### src/rtl/e3fs_pkg.sv
package e3fs_pkg;

  localparam int unsigned E3_FRAME_BITS = 1536;
  localparam int unsigned E3_SET_BITS   = 384;
  localparam int unsigned E3_NUM_SETS   = 4;
  localparam int unsigned E3_ALIGN_LEN  = 10;
  localparam int unsigned E3_JC_LEN     = 4;
  localparam logic [E3_ALIGN_LEN-1:0] E3_ALIGN_WORD = 10'b1111010000;

  // Kind of content carried at one frame position.
  typedef enum logic [2:0] {
    SLOT_PAYLOAD,
    SLOT_ALIGN,
    SLOT_ALARM,
    SLOT_NATL,
    SLOT_JC
  } slot_kind_e;

endpackage

### src/rtl/e3fs_edge_det.sv
module e3fs_edge_det (
  input  logic clk,
  input  logic rst_n,
  input  logic lvl,
  output logic rise
);

  logic lvl_q;

  always_ff @(posedge clk) begin
    if (!rst_n) lvl_q <= 1'b0;
    else        lvl_q <= lvl;
  end

  assign rise = lvl && !lvl_q;

endmodule

### src/rtl/e3fs_frame_cnt.sv
module e3fs_frame_cnt #(
  parameter int unsigned FRAME_BITS = 1536,
  localparam int unsigned POS_W = $clog2(FRAME_BITS)
) (
  input  logic             clk,
  input  logic             rst_n,
  input  logic             start,
  output logic [POS_W-1:0] cur_pos,
  output logic             cur_valid,
  output logic [POS_W-1:0] pos_q,
  output logic             running,
  output logic             mismatch
);

  localparam logic [POS_W-1:0] LAST_POS = POS_W'(FRAME_BITS - 1);

  logic at_last;
  assign at_last = (pos_q == LAST_POS);

  // Position of the bit sampled at the coming edge.
  always_comb begin
    if (start)        cur_pos = '0;
    else if (at_last) cur_pos = '0;
    else              cur_pos = pos_q + POS_W'(1);
  end

  assign cur_valid = start || running;

  always_ff @(posedge clk) begin
    if (!rst_n) begin
      pos_q    <= '0;
      running  <= 1'b0;
      mismatch <= 1'b0;
    end else begin
      if (cur_valid) pos_q <= cur_pos;
      running  <= cur_valid;
      mismatch <= start && running && !at_last;
    end
  end

endmodule

### src/rtl/e3fs_slot_class.sv
module e3fs_slot_class
  import e3fs_pkg::*;
#(
  parameter int unsigned FRAME_BITS = E3_FRAME_BITS,
  parameter int unsigned SET_BITS   = E3_SET_BITS,
  parameter int unsigned NUM_SETS   = E3_NUM_SETS,
  parameter int unsigned ALIGN_LEN  = E3_ALIGN_LEN,
  parameter int unsigned JC_LEN     = E3_JC_LEN,
  localparam int unsigned POS_W = $clog2(FRAME_BITS)
) (
  input  logic [POS_W-1:0] pos,
  output slot_kind_e       kind
);

  localparam logic [POS_W-1:0] ALARM_POS = POS_W'(ALIGN_LEN);
  localparam logic [POS_W-1:0] NATL_POS  = POS_W'(ALIGN_LEN + 1);

  logic [NUM_SETS-2:0] jc_hit;

  // Justification-control run at the head of every set except the first.
  for (genvar s = 1; s < NUM_SETS; s++) begin : g_jc
    localparam logic [POS_W-1:0] JC_LO = POS_W'(s * SET_BITS);
    localparam logic [POS_W-1:0] JC_HI = POS_W'(s * SET_BITS + JC_LEN);
    assign jc_hit[s-1] = (pos >= JC_LO) && (pos < JC_HI);
  end

  always_comb begin
    if (pos < POS_W'(ALIGN_LEN)) kind = SLOT_ALIGN;
    else if (pos == ALARM_POS)   kind = SLOT_ALARM;
    else if (pos == NATL_POS)    kind = SLOT_NATL;
    else if (|jc_hit)            kind = SLOT_JC;
    else                         kind = SLOT_PAYLOAD;
  end

endmodule

### src/rtl/e3fs_tx_slave.sv
module e3fs_tx_slave
  import e3fs_pkg::*;
#(
  parameter int unsigned FRAME_BITS = E3_FRAME_BITS,
  parameter int unsigned SET_BITS   = E3_SET_BITS,
  parameter int unsigned NUM_SETS   = E3_NUM_SETS,
  parameter int unsigned ALIGN_LEN  = E3_ALIGN_LEN,
  parameter int unsigned JC_LEN     = E3_JC_LEN,
  parameter logic [ALIGN_LEN-1:0] ALIGN_WORD = E3_ALIGN_WORD
) (
  input  logic clk,
  input  logic rst_n,
  input  logic alarm_bit,
  input  logic natl_bit,
  input  logic frame_ref,
  input  logic ser_in,
  output logic ser_out,
  output logic oh_ind,
  output logic ref_mismatch
);

  localparam int unsigned POS_W = $clog2(FRAME_BITS);
  localparam int unsigned LOOKAHEAD = 2;

  logic             ref_rise;
  logic [POS_W-1:0] cur_pos;
  logic [POS_W-1:0] pos_q;
  logic             cur_valid;
  logic             running;
  logic             mismatch;
  logic [POS_W-1:0] la_pos;
  logic [POS_W:0]   la_sum;
  slot_kind_e       cur_kind;
  slot_kind_e       la_kind;
  logic             align_val;
  logic             next_bit;

  e3fs_edge_det u_ref_edge (
    .clk   (clk),
    .rst_n (rst_n),
    .lvl   (frame_ref),
    .rise  (ref_rise)
  );

  e3fs_frame_cnt #(.FRAME_BITS(FRAME_BITS)) u_cnt (
    .clk       (clk),
    .rst_n     (rst_n),
    .start     (ref_rise),
    .cur_pos   (cur_pos),
    .cur_valid (cur_valid),
    .pos_q     (pos_q),
    .running   (running),
    .mismatch  (mismatch)
  );

  e3fs_slot_class #(
    .FRAME_BITS(FRAME_BITS), .SET_BITS(SET_BITS), .NUM_SETS(NUM_SETS),
    .ALIGN_LEN(ALIGN_LEN), .JC_LEN(JC_LEN)
  ) u_cur_class (
    .pos  (cur_pos),
    .kind (cur_kind)
  );

  // Position two bits ahead: the one after the bit upstream presents next.
  assign la_sum = {1'b0, cur_pos} + (POS_W+1)'(LOOKAHEAD);
  assign la_pos = (la_sum >= (POS_W+1)'(FRAME_BITS))
                ? POS_W'(la_sum - (POS_W+1)'(FRAME_BITS))
                : la_sum[POS_W-1:0];

  e3fs_slot_class #(
    .FRAME_BITS(FRAME_BITS), .SET_BITS(SET_BITS), .NUM_SETS(NUM_SETS),
    .ALIGN_LEN(ALIGN_LEN), .JC_LEN(JC_LEN)
  ) u_la_class (
    .pos  (la_pos),
    .kind (la_kind)
  );

  // Alignment word is sent most significant bit first.
  always_comb begin
    align_val = 1'b0;
    for (int i = 0; i < int'(ALIGN_LEN); i++) begin
      if (cur_pos == POS_W'(i)) align_val = ALIGN_WORD[ALIGN_LEN-1-i];
    end
  end

  always_comb begin
    unique case (cur_kind)
      SLOT_ALIGN: next_bit = align_val;
      SLOT_ALARM: next_bit = alarm_bit;
      SLOT_NATL:  next_bit = natl_bit;
      SLOT_JC:    next_bit = 1'b0;
      default:    next_bit = ser_in;
    endcase
  end

  always_ff @(posedge clk) begin
    if (!rst_n) begin
      ser_out <= 1'b0;
      oh_ind  <= 1'b0;
    end else begin
      ser_out <= cur_valid && next_bit;
      oh_ind  <= cur_valid && (la_kind != SLOT_PAYLOAD);
    end
  end

  assign ref_mismatch = mismatch;

endmodule

### config.mk
export PLATFORM = sky130hd
export DESIGN_NAME = e3fs_tx_slave
export DESIGN_NICKNAME = d
export VERILOG_FILES = /design/src/rtl/e3fs_pkg.sv /design/src/rtl/e3fs_edge_det.sv /design/src/rtl/e3fs_frame_cnt.sv /design/src/rtl/e3fs_slot_class.sv /design/src/rtl/e3fs_tx_slave.sv
export SDC_FILE = /design/constraint.sdc
export NUM_CORES = 1
export LEC_CHECK = 0
export BUFFER_PORTS_ARGS = -buffer_cell sky130_fd_sc_hd__buf_2
export CAP_MARGIN = 20
export CORE_MARGIN = 4
export CORE_UTILIZATION = 55
export CTS_BUF_LIST = sky130_fd_sc_hd__clkbuf_8 sky130_fd_sc_hd__clkbuf_16
export DETAILED_ROUTE_END_ITERATION = 16
export PLACE_DENSITY_LB_ADDON = 0.3
export SLEW_MARGIN = 20
export SYNTH_ARGS = -nofsm -noshare
export SYNTH_HDL_FRONTEND = slang
export SYNTH_SLANG_ARGS = --single-unit
### constraint.sdc
create_clock -name clk -period 3.42 [get_ports clk]
set_input_delay 0.684 -clock clk [delete_from_list [all_inputs] [get_ports clk]]
set_output_delay 0.684 -clock clk [all_outputs]
set_load 0.01 [all_outputs]
==> results_dict.tcl, run 1 <==
set metrics [dict create \
    drive_gt1_share_pct 29.5 \
    cts_max_path_buffers 2 \
    globalRouteOverflowTotal 0 \
    path_class "flip-flop to flip-flop" \
    r2r_start "u_cnt.pos_q[0]" \
    drtPass1Iterations 5 \
    endpoint_kind "flip-flop" \
    pwr-share-seq_pct 43.1 \
    cp.arrival_ps 3480 \
    cts_tree "done" \
    areaGrowthSynthToFinish_pct 18.2 \
    syn_inst 212 \
    synth-seq-area-share_pct 19.2 \
    setup_violations 0 \
    yosysTopAreaCell "dfxtp_1" \
    swShare_pct 29.2 \
    routed_wl_um 4580 \
    start_util_pct 59.0 \
    path_clk_slew_ps 70 \
    clock_skew_ps 2.88 \
    combPwrFrac_pct 18.0 \
    die-width_um 63.1 \
    power_density_mw_per_mm2 238 \
    synth_nets 225 \
    wl_per_cell_um 17.1 \
    maxCapViolations 0 \
    maxSlewViolCount 0 \
    syn_avg_cell_area_sq_um 7.87 \
    antenna_cells 0 \
    drt-initial-drc-count 110 \
    ys_warn_count 0 \
    grt_pass1_vias 1667 \
    cts_made_buffers 3 \
    clockPowerShare_pct 38.9 \
    fillers 228 \
    synthArstFlopShare_pct 0 \
    period_minus_slack_ps 3320 \
    dieArea_sq_mm 0.00398 \
    min_from "u_cnt.pos_q[7]" \
    worst_pin_slew_ps 664 \
    routabilityCongestion 0.972 \
    hp-class "flip-flop to flip-flop" \
    hpwlAfterDp_um 3300 \
    core_area_sq_mm 0.00283 \
    remaining_drc_errors 0 \
    timing.fmax_mhz 302 \
    grt_pass1_wl_um 7700 \
    cts_hold_buf 0 \
    critPathMaxFanout 8 \
    synth.area.top_cells "dfxtp_1, nand2_1, ha_1" \
    vdd_drop_max_v 0.000290 \
    grt_max_degree 20 \
    r2r_slack_ps 100 \
    insertion_delay_ps 270 \
    clock-sinks 16 \
    outcome "finished, final reports clean" \
    yosysUniqueCellTypes 62 \
    yosysMostFrequentCell "nand2_1" \
    p_leak_nw 0.830 \
    startpoint_type "flip-flop" \
    crit_required_ps 3580 \
    via_per_inst 6.47 \
    power_switching_w 0.000137 \
    syn_area_sq_mm 0.00167 \
    synth_edf_count 0 \
    relSlewSlack_pct 55.7 \
    cts_root_buf "clkbuf_8" \
    synth_common_cells "nand2_1, nor2_1, dfxtp_1" \
    yosys.area.top_type_share_pct 19.2 \
    hold_viol 0 \
    fin_total_pwr_w 0.000469 \
    worstSetupStartpoint "u_cnt.pos_q[0]" \
    p_int_w 0.000332 \
    busiest_layer "met2" \
    tns_ps 0 \
    htreeDepth 1 \
    die_y_um 63.1 \
    ant_nets 0 \
    portBuffers 8 \
    timing.final.crit_share_pct 96.9 \
    ios 9 \
    pre_cts_ws_ps -59.8 \
    grt_util_met2_pct 39.0 \
    ys.flop_type "dfxtp_1" \
    synth_seq_cells 16 \
    num_rows 19 \
    antenna_found_initial 0 \
    gr-usage-met1_pct 30.6 \
    grt_usage_pct 23.6 \
    setup_ws_ps 105 \
    nets 251 \
    met3_usage_pct 4.80 \
    vias 1734 \
]
## sequential cells by signal, summed over array words and instances, names as in the netlist
signal            cells
u_cnt.mismatch        1
u_cnt.pos_q          11
u_cnt.running         1
oh_ind                1
u_ref_edge.lvl_q      1
ser_out               1
## layout by cell type, fill, tap and decap left out, types with 6 or more instances in the layout
cell	n
nand2_1	25
buf_4	23
nor2_1	19
dfxtp_1	13
nand4_1	12
o21ai_0	10
nand3_1	8
buf_2	8
a21oi_1	6
nor3_1	6
## layout make-up
type	instances	area, sq um	area share (%)
Clock buffer	4	55.1	2.79
Inverter	7	26.3	1.33
Multi-Input combinational cell	178	1310	66.1
Sequential cell	16	324	16.4
Tap cell	31	38.8	1.97
Timing Repair Buffer	32	224	11.4
## routing by layer
metal / up-vias / share of wire (%)
met2: 74 / 48
met5: - / 0
met4: 0 / 2.8
met1: 803 / 41
met3: 17 / 8.3
li1: 840 / -
## logic make-up (layout without fill, tap and decap cells)
family          count (synthesis)  in the layout  synth area share, %
buf+inv                        18             43                 6.52
flops                          16             16                 19.2
compound gates                 48             48                 20.9
fa+ha+maj                       7              7                 5.25
simple gates                  104            104                 34.3
mux                             6              6                 3.75
xor+xnor                       13             13                 10.1
## worst paths after layout
path,cells after the start,endpoint
setup reg to reg,13,oh_ind
hold reg to reg,2,u_cnt.pos_q[7]
setup / recovery,13,oh_ind
hold / removal,2,u_cnt.pos_q[7]
## power groups by stage
stage | sequential [W] | clock (W) | combinational [W]
after floorplan | 0.000202 | 0 | 0.0000558
after global placement | 0.000205 | 0 | 0.0000755
after detailed placement | 0.000205 | 0 | 0.0000775
after CTS | 0.000201 | 0.000177 | 0.0000781
after global routing | 0.000203 | 0.000189 | 0.0000932
final | 0.000202 | 0.000183 | 0.0000842
## critical path, cell delays in order, from the launching register on
cell,delay [ps]
dfxtp_1,370
buf_4,190
and4_4,260
nand4_1,160
mux2_4,370
nand4_1,130
mux2i_2,250
ha_1,180
nand4_1,110
or4_4,450
o21ai_2,70
nand2_1,70
or3b_1,390
o211a_1,210
## what timing repair did
action                                  in CTS  in global routing
setup buffers                                0                  6
endpoints found under the setup margin       0                  1
gates resized for setup                      0                 14
## through the flow
stage          instance area, sq um  instances  util (%)  hold WS (ps)
2_1_floorplan                  1690        212         -           508
3_3_place_gp                   1820        258      64.5           523
3_5_place_dp                   1820        258      64.5           549
4_1_cts                        1880        262      66.4           558
5_1_grt                        1970        268      69.7           609
6_report                       1970        268      69.7           567
Power figures use the tool's default switching activity.
==> run 2, diff against run 1 <==
Settings changed: BUFFER_PORTS_ARGS -buffer_cell sky130_fd_sc_hd__buf_2 to default, CORE_UTILIZATION 55 to 57, DONT_BUFFER_PORTS from default to 1, REMOVE_ABC_BUFFERS from default to 1.
==> results_dict.tcl, run 2 (synthesized netlist as in run 1, its figures left out) <==
set metrics [dict create \
    drive_gt1_share_pct 30.9 \
    routabilityCongestion 0.919 \
    maxSlewViolCount 0 \
    drt-initial-drc-count 170 \
    num_rows 19 \
    start_util_pct 60.0 \
    cts_tree "done" \
    fillers 194 \
    nets 247 \
    cts_made_buffers 3 \
    r2r_start "u_cnt.pos_q[1]" \
    globalRouteOverflowTotal 0 \
    hold_viol 0 \
    hold_end "u_cnt.pos_q[9]" \
    clock_skew_ps 6.98 \
    grt_pass1_vias 1581 \
    reg2regPathDepth 13 \
    seq_area_sq_um 333 \
    maxCapViolations 0 \
    rr_endpoint "oh_ind" \
    hpwlAfterDp_um 3310 \
    routed_wl_um 5130 \
    timing.fmax_mhz 295 \
    clock-sinks 16 \
    path_class "flip-flop to flip-flop" \
    crit_slowest_cell "or4_4" \
    antenna_cells 0 \
    endpoint_kind "flip-flop" \
    period_minus_slack_ps 3390 \
    timing.final.crit_share_pct 99.2 \
    grt_pass1_wl_um 7450 \
    via_per_inst 6.94 \
    core_area_sq_mm 0.00278 \
    holdPathStages 2 \
    insertion_delay_ps 260 \
    relSlewSlack_pct 55.5 \
    cts_max_path_buffers 2 \
    ant_nets 0 \
    outcome "finished, final reports clean" \
    final_common_cell "buf_4" \
    setup_violations 0 \
    remaining_drc_errors 0 \
    rsz0062_at_grt "true" \
    critPathMaxFanout 5 \
    mostFrequentLayoutCells "buf_4, nand2_1, nor2_1" \
    startpoint_type "flip-flop" \
    cp.arrival_ps 3550 \
    top_register "u_cnt.pos_q" \
    ios 9 \
    path_cells "buf_4 -> nand4_1 -> nor3_4 -> o2111a_2 -> nand4_1 -> mux2i_1 -> ha_2 -> nand4_1 -> or4_4 -> o21ai_2 -> nand2_1 -> or3b_1 -> o211a_1" \
    dieArea_sq_mm 0.00386 \
    die-width_um 62.1 \
    fin_total_pwr_w 0.000465 \
    hp-class "flip-flop to flip-flop" \
    design_area_sq_mm 0.00200 \
    p_leak_nw 0.820 \
    worst_pin_slew_ps 666 \
    largest_register_ffs 11 \
    htreeDepth 1 \
    crit_required_ps 3580 \
    vias 1832 \
    die_y_um 62.1 \
    cts_root_buf "clkbuf_8" \
    power_density_mw_per_mm2 232 \
    drtPass1Iterations 6 \
    slowest_delay_ps 560 \
    min_from "u_cnt.pos_q[9]" \
    areaGrowthSynthToFinish_pct 19.7 \
    place_area_sq_mm 0.00175 \
    grt_max_degree 20 \
    wl_per_cell_um 19.4 \
    portBuffers 0 \
    vdd_drop_max_v 0.000228 \
    grt_usage_pct 22.9 \
    r2r_slack_ps 30 \
    path_common_cell "nand4_1" \
    path_clk_slew_ps 80 \
    multi_input_area_sq_mm 0.00132 \
    antenna_found_initial 0 \
    cts_hold_buf 0 \
]
-- run 2: cell types whose count changed in the layout (fill, tap and decap cells not counted), sizes merged --
| cell | before | now |
|---|---|---|
| buf | 32 | 28 |
-- run 2: how the worst max path moves through the flow --
stage / end / start / slack [ps] / depth (start not counted)
3_3_place_gp: oh_ind / frame_ref / 9 / 14
2_1_floorplan: oh_ind / u_cnt.pos_q[0] / -210 / 16
4_1_cts: oh_ind / u_cnt.pos_q[1] / 4 / 15
6_report: oh_ind / u_cnt.pos_q[1] / 30 / 13
5_1_grt: oh_ind / u_cnt.pos_q[3] / -90 / 13
3_5_place_dp: oh_ind / frame_ref / -50 / 14
-- run 2: worst max-delay path, delay by kind of cell, from the launching register on --
kind	cells	cell delay [ps]
multiplexers	1	240
buffers and inverters	1	150
AND/OR/NAND/NOR	7	1750
AO/OA/AOI/OAI	3	570
flip-flops	1	360
adder cells (fa/ha/maj)	1	210
-- run 2: layout make-up --
type	count	share of cell area (%)
tap	31	1.94
timing repair buffer	28	11.3
multi-input combinational	178	66.1
sequential	16	16.7
inverter	7	1.31
clock buffer	4	2.76
-- run 2: repair_timing --
action                                  in CTS  in global routing
endpoints found under the setup margin       1                  1
cloned                                       0                  0
pin swaps                                    0                 18
gates resized for setup                      1                 29
buffers inserted                             0                 11
-- run 2: report_power, final --
part | internal [W] | switching, W
Combinational | 0.0000335 | 0.0000465
Clock | 0.000103 | 0.0000787
Sequential | 0.000192 | 0.0000111
Total | 0.000328 | 0.000136
-- run 2: metrics by stage --
step | hold slack [ps] | setup WS (ps) | utilization, % | std cells | TNS, ps
after global placement | 522 | 9.01 | 63.0 | 249 | 0
after global routing | 548 | -87.7 | 71.8 | 264 | -87.7
after detailed placement | 543 | -52.1 | 63.0 | 249 | -52.1
final | 532 | 25.7 | 71.8 | 264 | 0
after floorplan | 508 | -215 | - | 201 | -215
after CTS | 544 | 4.09 | 65.1 | 253 | 0
-- run 2: per-layer routing --
layer  share of wire, %  vias to the layer above  track usage (%)
met3                8.5                       27             3.60
met1                 40                      852             29.1
met5                  0                        -                0
met4                3.7                        0             7.05
li1                   -                      830                -
met2                 48                      123             39.2
==> run 3, diff against run 2 <==
Settings changed: ABC_AREA from default to 1, CORE_UTILIZATION 57 to 63.
Clock period 3.42 ns to 3.65 ns, I/O delays scaled along.
==> results_dict.tcl, run 3 <==
set metrics [dict create \
    outcome "finished, final reports clean" \
    relSlewSlack_pct 45.1 \
    maxCapViolations 0 \
    synth_common_cells "nand2_1, inv_1, nor2_1" \
    drt-initial-drc-count 79 \
    wl_per_cell_um 12.6 \
    grt_pass1_vias 1509 \
    critPathMaxFanout 9 \
    setup_violations 0 \
    reg2regPathDepth 21 \
    syn_area_sq_mm 0.00163 \
    path_clk_slew_ps 70 \
    combPwrFrac_pct 7.9 \
    htreeDepth 1 \
    yosys.area.top_type_share_pct 19.6 \
    path_class "flip-flop to flip-flop" \
    drive_gt1_share_pct 15.4 \
    clock-sinks 16 \
    final_common_cell "nand2_1" \
    globalRouteOverflowTotal 0 \
    hpwlAfterDp_um 3020 \
    remaining_drc_errors 0 \
    top_register "u_cnt.pos_q" \
    die_y_um 58.9 \
    ys.flop_type "dfxtp_1" \
    cts_tree "done" \
    hp-class "flip-flop to flip-flop" \
    hold_end "u_cnt.pos_q[9]" \
    min_from "u_cnt.pos_q[9]" \
    start_util_pct 65.8 \
    synth_edf_count 0 \
    via_per_inst 5.58 \
    path_cells "ha_1 -> nand2_2 -> nor2_4 -> nand3_4 -> nand2_1 -> inv_1 -> ha_1 -> nand4_1 -> nor2_2 -> nand4_1 -> nand2_4 -> ha_1 -> nand3_1 -> nor2_1 -> nand2_2 -> nand2_2 -> nand2_1 -> nand2_1 -> nor2_1 -> nor2_1 -> a21oi_1" \
    endpoint_kind "flip-flop" \
    maxSlewViolCount 0 \
    portBuffers 0 \
    clockPowerShare_pct 39.5 \
    period_minus_slack_ps 3160 \
    p_leak_nw 0.739 \
    startpoint_type "flip-flop" \
    ant_nets 0 \
    ios 9 \
    post_cts_resized 0 \
    cts_made_buffers 3 \
    routabilityCongestion 0.921 \
    grt_pass1_wl_um 6490 \
    nets 288 \
    hold_viol 0 \
    design_area_sq_mm 0.00171 \
    drtPass1Iterations 5 \
    tns_ps 0 \
    timing.fmax_mhz 316 \
    synth_seq_cells 16 \
    yosysMostFrequentCell "nand2_1" \
    cts_hold_buf 0 \
    synth-seq-area-share_pct 19.6 \
    synth.area.top_cells "dfxtp_1, nand2_1, inv_1" \
    place_area_sq_mm 0.00166 \
    power_density_mw_per_mm2 207 \
    slowest_delay_ps 370 \
    r2r_start "u_cnt.pos_q[0]" \
    grt_usage_pct 24.1 \
    num_rows 18 \
    holdPathStages 2 \
    die-width_um 58.9 \
    crit_required_ps 3800 \
    synthArstFlopShare_pct 0 \
    antenna_found_initial 0 \
    cp.arrival_ps 3310 \
    r2r_slack_ps 490 \
    areaGrowthSynthToFinish_pct 4.61 \
    worst_pin_slew_ps 821 \
    power_switching_w 0.0000934 \
    routed_wl_um 3820 \
    grt_max_degree 14 \
    cts_max_path_buffers 2 \
    fin_total_pwr_w 0.000352 \
    syn_inst 272 \
    vdd_drop_max_v 0.000213 \
    crit_slowest_cell "dfxtp_1" \
    syn_avg_cell_area_sq_um 5.99 \
    swShare_pct 26.5 \
    placedCellCount 300 \
    cts_root_buf "clkbuf_8" \
    final_cells 303 \
    pwr-share-seq_pct 52.6 \
    rsz0062_at_grt "false" \
    largest_register_ffs 11 \
    ys_warn_count 0 \
    dieArea_sq_mm 0.00347 \
    p_int_w 0.000259 \
    yosysTopAreaCell "dfxtp_1" \
    timing.final.crit_share_pct 86.6 \
    core_area_sq_mm 0.00248 \
    post_cts_buffers 0 \
    mostFrequentLayoutCells "nand2_1, inv_1, nor2_1" \
    vias 1692 \
    insertion_delay_ps 260 \
    yosysUniqueCellTypes 33 \
    antenna_cells 0 \
    rr_endpoint "oh_ind" \
    clock_skew_ps 4.09 \
]
[run 3: metrics by stage]
stage / setup slack [ps] / utilization (%) / hold WS, ps
after floorplan: 764 / - / 459
after global placement: 624 / 67.2 / 474
after detailed placement: 472 / 67.2 / 480
after CTS: 494 / 68.8 / 491
after global routing: 92.0 / 68.8 / 524
final: 487 / 68.8 / 491
[run 3: cell type report]
cell class / instances / area (sq um)
multi-input combinational: 217 / 1160
fill: 221 / 772
sequential: 16 / 320
inverter: 36 / 138
clock buffer: 3 / 41.3
tap: 30 / 37.5
timing repair buffer: 1 / 7.51
[run 3: power by group through the flow]
stage	clock network [W]	logic, W	registers [W]
2_1_floorplan	0	0.0000205	0.000188
3_3_place_gp	0	0.0000269	0.000190
3_5_place_dp	0	0.0000279	0.000189
4_1_cts	0.000140	0.0000280	0.000186
5_1_grt	0.000149	0.0000316	0.000186
6_report	0.000139	0.0000277	0.000185
[run 3: layer usage]
metal,vias to the layer above,GRT usage [%],part of all wire [%],routed length [um]
met5,-,0,0,0
met4,0,8.09,1.7,64
met3,9,3.95,5.4,208
met2,37,40.4,48,1820
met1,762,31.1,45,1730
li1,884,-,-,-
[run 3: kinds of logic (layout without fill, tap and decap cells)]
logic type	Yosys count	count (layout)	synth area share [%]
adders and majority gates	7	7	5.37
and+or+nand+nor	183	183	55.0
buffers and inverters	39	40	9.13
AOI/OAI and AO/OA	27	27	10.9
DFF	16	16	19.6
[run 3: worst max-delay path by stage]
stage,slack (ps),startpoint,cells past startpoint,to
after floorplan,760,frame_ref,21,oh_ind
final,490,u_cnt.pos_q[0],21,oh_ind
after global routing,90,u_cnt.pos_q[0],21,oh_ind
after global placement,620,frame_ref,21,oh_ind
after CTS,490,u_cnt.pos_q[0],21,oh_ind
after detailed placement,470,frame_ref,21,oh_ind
[run 3: worst max-delay path, delay by kind of cell (launching register included)]
kind / cells / cell delay (ps)
and+or+nand+nor: 16 / 1870
adders and majority gates: 3 / 610
DFF: 1 / 370
buffers and inverters: 1 / 150
AOI/OAI and AO/OA: 1 / 60
